<file path="config.mk">
export PLATFORM = sky130hd
export DESIGN_NAME = qbp_port
export DESIGN_NICKNAME = d
export VERILOG_FILES = /design/src/rtl/qbp_pkg.sv /design/src/rtl/qbp_out_reg.sv /design/src/rtl/qbp_sync.sv /design/src/rtl/qbp_pin_drv.sv /design/src/rtl/qbp_port.sv
export SDC_FILE = /design/constraint.sdc
export NUM_CORES = 1
export LEC_CHECK = 0
export ABC_AREA = 0
export CAP_MARGIN = 20
export CELL_PAD_IN_SITES_DETAIL_PLACEMENT = 1
export CELL_PAD_IN_SITES_GLOBAL_PLACEMENT = 2
export CORE_ASPECT_RATIO = 1.5
export CORE_MARGIN = 2
export CORE_UTILIZATION = 27
export DETAILED_ROUTE_END_ITERATION = 8
export PLACE_DENSITY_LB_ADDON = 0.15
export SLEW_MARGIN = 20
export SYNTH_ARGS = -nofsm -noshare
export SYNTH_HDL_FRONTEND = slang
export SYNTH_SLANG_ARGS = --single-unit
</file>
<file path="constraint.sdc">
create_clock -name clk -period 2.3 [get_ports clk]
set_clock_uncertainty 0.2 [all_clocks]
set_input_delay 0.23 -clock clk [delete_from_list [all_inputs] [get_ports clk]]
set_output_delay 0.23 -clock clk [all_outputs]
set_load 0.05 [all_outputs]
</file>
<file path="src/rtl/qbp_pkg.sv">
package qbp_pkg;

  // Effective drive level of one pin: the register bit, gated by the
  // peripheral output when the pin is handed over.
  function automatic logic drive_level(input logic reg_bit,
                                       input logic alt_mode,
                                       input logic alt_bit);
    return reg_bit & (alt_mode ? alt_bit : 1'b1);
  endfunction

  // Counter width able to hold boost_len-1.
  function automatic int unsigned boost_cnt_w(input int unsigned boost_len);
    return (boost_len <= 2) ? 1 : $clog2(boost_len);
  endfunction

endpackage

</file>
<file path="src/rtl/qbp_out_reg.sv">
module qbp_out_reg #(
  parameter int unsigned WIDTH = 8
) (
  input  logic             clk,
  input  logic             rst_n,
  input  logic             wr_en,
  input  logic [WIDTH-1:0] wr_data,
  output logic [WIDTH-1:0] q
);
  always_ff @(posedge clk or negedge rst_n) begin
    if (!rst_n)     q <= '1;
    else if (wr_en) q <= wr_data;
  end
endmodule

</file>
<file path="src/rtl/qbp_sync.sv">
module qbp_sync #(
  parameter int unsigned WIDTH  = 8,
  parameter int unsigned STAGES = 2
) (
  input  logic             clk,
  input  logic             rst_n,
  input  logic [WIDTH-1:0] d,
  output logic [WIDTH-1:0] q
);
  logic [WIDTH-1:0] stg [STAGES];

  always_ff @(posedge clk or negedge rst_n) begin
    if (!rst_n) begin
      for (int k = 0; k < STAGES; k++) stg[k] <= '1;
    end else begin
      stg[0] <= d;
      for (int k = 1; k < STAGES; k++) stg[k] <= stg[k-1];
    end
  end

  assign q = stg[STAGES-1];
endmodule

</file>
<file path="src/rtl/qbp_pin_drv.sv">
module qbp_pin_drv
  import qbp_pkg::*;
#(
  parameter int unsigned BOOST_CYCLES = 2
) (
  input  logic clk,
  input  logic rst_n,
  input  logic reg_bit,
  input  logic alt_mode,
  input  logic alt_bit,
  output logic pd_en,
  output logic wpu_en,
  output logic spu_en,
  output logic rise_evt
);
  localparam int unsigned CW = boost_cnt_w(BOOST_CYCLES);
  localparam logic [CW-1:0] LOAD = CW'(BOOST_CYCLES - 1);

  logic          level;
  logic          level_q;
  logic [CW-1:0] cnt;

  assign level    = drive_level(reg_bit, alt_mode, alt_bit);
  assign rise_evt = level & ~level_q;

  always_ff @(posedge clk or negedge rst_n) begin
    if (!rst_n) begin
      level_q <= 1'b1;
      cnt     <= '0;
    end else begin
      level_q <= level;
      if (!level)         cnt <= '0;
      else if (rise_evt)  cnt <= LOAD;
      else if (cnt != '0) cnt <= cnt - 1'b1;
    end
  end

  assign pd_en  = ~level;
  assign wpu_en = level;
  assign spu_en = level & (rise_evt | (cnt != '0));
endmodule

</file>
<file path="src/rtl/qbp_port.sv">
module qbp_port #(
  parameter int unsigned WIDTH        = 8,
  parameter int unsigned BOOST_CYCLES = 2,
  parameter int unsigned SYNC_STAGES  = 2
) (
  input  logic             clk,
  input  logic             rst_n,
  input  logic             wr_en,
  input  logic [WIDTH-1:0] wr_data,
  input  logic             rd_sel,
  output logic [WIDTH-1:0] rd_data,
  input  logic [WIDTH-1:0] alt_sel,
  input  logic [WIDTH-1:0] alt_out,
  output logic [WIDTH-1:0] alt_in,
  input  logic [WIDTH-1:0] pin_in,
  output logic [WIDTH-1:0] pd_en,
  output logic [WIDTH-1:0] wpu_en,
  output logic [WIDTH-1:0] spu_en
);
  logic [WIDTH-1:0] latch_q;
  logic [WIDTH-1:0] pin_sync;
  logic [WIDTH-1:0] rise_evt;

  qbp_out_reg #(.WIDTH(WIDTH)) u_reg (
    .clk(clk), .rst_n(rst_n), .wr_en(wr_en), .wr_data(wr_data), .q(latch_q)
  );

  qbp_sync #(.WIDTH(WIDTH), .STAGES(SYNC_STAGES)) u_sync (
    .clk(clk), .rst_n(rst_n), .d(pin_in), .q(pin_sync)
  );

  for (genvar i = 0; i < WIDTH; i++) begin : g_pin
    qbp_pin_drv #(.BOOST_CYCLES(BOOST_CYCLES)) u_drv (
      .clk      (clk),
      .rst_n    (rst_n),
      .reg_bit  (latch_q[i]),
      .alt_mode (alt_sel[i]),
      .alt_bit  (alt_out[i]),
      .pd_en    (pd_en[i]),
      .wpu_en   (wpu_en[i]),
      .spu_en   (spu_en[i]),
      .rise_evt (rise_evt[i])
    );
  end

  assign rd_data = rd_sel ? pin_sync : latch_q;
  assign alt_in  = pin_sync;
endmodule

</file>
== Word level (Yosys, flattened, before mapping) ==
Index checks and enable logic that the tools add are counted.
W data, S select, Z words.

* Output and inout bits: 40
* Flip-flop bits (word level): 40
* Word-level logic and storage cells: 108

* Bitwise operators: 48
* Add/sub/neg operators: 8
* Muxes and demuxes: 33

{| class="wikitable"
|+ Operator list
! cell !! number
|-
| $mux W1 || 32
|-
| $and A1 B1 Y1 || 24
|-
| $not A1 Y1 || 16
|-
| $mux W8 || 1
|-
| $or A1 B1 Y1 || 8
|-
| $sub A1 B1 Y1 const B || 8
|}

== Longest topological paths before layout ==
* Depth in word-level cells: 5
* Depth in mapped cells: 3

== By module ==
Synthesis repeated with hierarchy kept, for this count alone.

* Cells, all modules: 122
* Area, all modules: 1,784.2 um2

{| class="wikitable"
|+ Modules (own cells, without submodules)
! module !! instances !! cells an instance !! area an instance (um2)
|-
| qbp_pin_drv || 8 || 9 || 103.8
|-
| qbp_sync || 1 || 24 || 480.5
|-
| qbp_out_reg || 1 || 17 || 341.6
|-
| qbp_port || 1 || 9 || 131.4
|}

== Worst setup path after synthesis ==
Ideal clock, no wire load.

* Path kind: register -> output
* From: register u_reg.q[7]
* To: output port rd_data[7]
* Setup slack: 0.195 ns
* Cell stages (with the launch flop): 3
* Required time: 1.870 ns
* Arrival: 1.675 ns
* Cells stage by stage: dfstp_2 > inv_1 > o21ai_0

* Longest elaborated chain between the ends: 1

{| class="wikitable"
|+ Ends and longest elaborated chain
! element !! RTL line !! RTL
|-
| from (decl) || qbp_out_reg.sv:8 || <nowiki>output logic [WIDTH-1:0] q</nowiki>
|-
| from (signal assigned) || qbp_out_reg.sv:12 || <nowiki>else if (wr_en) q <= wr_data;</nowiki>
|-
| $mux W8 || qbp_port.sv:46 || <nowiki>assign rd_data = rd_sel ? pin_sync : latch_q;</nowiki>
|-
| to (decl) || qbp_port.sv:11 || <nowiki>output logic [WIDTH-1:0] rd_data,</nowiki>
|}

No other way between the ends.

== Worst setup path after layout ==
* From: register u_sync.stg (netlist bit u_sync.q[1])
* To: output port alt_in[1]

{| class="wikitable"
|+ RTL lines
! element !! RTL line !! RTL
|-
| from (decl) || qbp_sync.sv:10 || <nowiki>logic [WIDTH-1:0] stg [STAGES];</nowiki>
|-
| to (decl) || qbp_port.sv:14 || <nowiki>output logic [WIDTH-1:0] alt_in,</nowiki>
|}

No word-level cell between the ends.

==> key figures <==
Global routing
  – Largest net degree at the start of global routing: 38
  – Busiest metal layer after global routing: met2
  – Antenna violations before repair: 0
  – Met3 GRT Util: 3.88%
  – Overflow after GRT: 0
  – Met1 usage: 13.6%
  – GR Util met2: 22.1%
  – First-pass GRT wire length: slightly below 7000 um
  – Total GRT Usage: between 10 and 15%
  – Vias in the first global route: 1,422

Setup path
  – Crit path to: alt_in[1]
  – CP max-delay cell: clkdlybuf4s50_1
  – Buffers & Inverters on Critical Path: 1
  – Critical-path maximum fanout: 2
  – Levels on crit path: 1
  – Worst stage delay on the critical path: 800 ps
  – Worst r2r dst: g_pin[7].u_drv.cnt
  – Top Family by Delay on Critical Path: buffers and inverters
  – Critical Path RT: 1870 ps
  – Critical-path cell list: clkdlybuf4s50_1
  – Crit end category: primary output
  – CP startpoint: u_sync.q[1]
  – CP arrival: 1620 ps
  – R2r setup slk: 1170 ps
  – CP Launch Type: flop
  – Setup CP Type: reg -> out
  – FF-to-FF Start: u_reg.q[7]
  – R2r worst-path depth: 2

CTS
  – Num CTS Buffers: 5
  – Post CTS Setup Buffer Count: 0
  – CTS sink count: 40
  – Clock latency on the worst-skew pair: 280 ps
  – Clk root buf: clkbuf_8
  – H-Tree Depth: 2
  – TritonCTS clock tree: done
  – Max clock buf depth: 2
  – Clock transition at path regs: ~80 ps

Synthesis
  – Area of the mapped netlist: 1780 um2
  – Cells after Synth: 162
  – Seq cells post-synth: 40
  – Avg Cell Area, Syn: between 10 and 15 um2
  – Synth Net Count: ~200
  – Yosys cell types: 14
  – Yosys warnings: 0
  – Seq/Total Area, Yosys: between 50% and 60%

Timing
  – Setup TNS: 0 ps
  – Tcrit/Tclk final: 89.3%
  – Tmin final: 2050 ps
  – Endpoints failing setup: 0
  – Peak Freq: 0.487 GHz
  – Final Max Tran Viols: 0
  – Relative slew slack: between 40% and 50%
  – Hold Fails Final Rpt: 0
  – Worst-Margin Slew: slightly above 800 ps
  – Final WS setup: 247 ps
  – RSZ-0062 raised after global routing: false

Power
  – Total Power: 1.82 mW
  – Leakage: 1.12 nW
  – Pwr Density: about 700 nW/um2
  – Peak VDD IR: approximately 0.32 mV

Floorplanning
  – Starting density of the core: between 20 and 30%
  – Die width: between 70 and 80 um
  – Core area: about 6400 um2
  – IO Count: 76
  – Row Count: 36
  – Die height: 103 um
  – Die area: 7260 um2

Placement
  – Gpl congestion: 0.747
  – Port Buffer Count: 75
  – Dpl ws: 401 ps
  – Detail Placement HPWL: approximately 3300 um
  – Area after DPL: 2500 um2

Layout
  – Area grow syn2layout: 45.5%
  – ANT cells: 0
  – Finished Cell Area: 2580 um2
  – Share of post-route cells with drive strength above 1: a little over a third
  – Nets@finish: 250
  – Final core utilization: 40.1%

Detailed routing
  – Number of remaining DRC errors: 0
  – Initial DRC count: 29
  – Routed WL per cell: 14.6 um
  – Detailed Route WL: 4240 um
  – Detailed-route via count: 1,280
  – Antenna viol nets, final: 0
  – Pre-Repair DR Iteration Count: 4
  – Routed vias/inst: about 4.4

Worst hold path
  – Hold Path Class: in -> reg
  – Hold Path Cell Cnt: 1

Flow run
  – Max Cap Violations: 0

Outcome
  – Run status: complete, no violations
## synthesized netlist by cell type (all sizes together)
| cell | n | area (um2) |
|---|---|---|
| a221oi | 8 | 70.1 |
| nand2 | 16 | 65.1 |
| inv | 24 | 90.1 |
| a21o | 8 | 60.1 |
| a21oi | 8 | 40.0 |
| buf | 34 | 263 |
| a211oi | 8 | 60.1 |
| o21ai | 16 | 87.6 |
| dfstp | 32 | 841 |
| dfrtp | 8 | 200 |
## how the worst min path moves through the flow
stage	start	endpoint	slack (ps)
2_1_floorplan	rst_n	g_pin[0].u_drv.cnt	-270
3_3_place_gp	u_sync.stg[12]	u_sync.q[4]	150
3_5_place_dp	u_sync.stg[9]	u_sync.q[1]	150
4_1_cts	pin_in[2]	u_sync.stg[10]	130
5_1_grt	pin_in[1]	u_sync.stg[9]	130
6_report	pin_in[7]	u_sync.stg[15]	140
## layer usage
metal / wire [um] / part of all wire [%]
met1: 1560 / 37
met2: 2350 / 55
met3: 282 / 6.6
met4: 48 / 1.1
met5: 0 / 0
## cell families (layout without fill, tap and decap cells)
| group | Yosys count | in the layout | share of synthesized area, % |
|---|---|---|---|
| flops | 40 | 40 | 58.6 |
| compound gates | 48 | 48 | 17.9 |
| simple gates | 16 | 16 | 3.66 |
| buf+inv | 58 | 110 | 19.9 |
## cells in the final DEF, fill, tap and decap left out, drive strengths merged
cell,n
clkdlybuf4s50,42
buf,36
dfstp,32
inv,24
nand2,16
o21ai,16
a21o,8
a21oi,8
a221oi,8
a211oi,8
dfrtp,8
clkbuf,6
clkinv,1
dlygate4sd3,1
## stage by stage
step | instances | hold WS, ps
floorplan | 162 | -266
global placement | 282 | 146
detailed placement | 282 | 148
CTS | 290 | 130
global route | 290 | 127
finish | 290 | 145
## final cells by class
cell class              count  area, um2
well taps                  76       95.1
clock inverters             1       5.00
repair buffers             79        898
flip-flops and latches     40       1040
clock buffers               6       72.6
multi-input cells          64        383
inverters                  24       90.1
fillers                   707       3860
## what timing repair did
action                                 4_1_cts  5_1_grt
hold buffers                                 1        0
endpoints found under the hold margin        8        0
resized for setup                            0        0
## power breakdown
group / switching, mW / leakage [nW] / internal, mW
registers: 0.0192 / 0.440 / 0.784
logic: 0.347 / 0.642 / 0.232
clock network: 0.230 / 0.0410 / 0.206
## registers in the layout, indices dropped and copies added, names as in the netlist
| signal | count |
|---|---|
| u_reg.q | 8 |
| g_pin.u_drv.cnt | 8 |
| u_sync.q | 8 |
| g_pin.u_drv.level_q | 8 |
| u_sync.stg | 8 |
No activity file was read; power rests on OpenSTA's default activity.
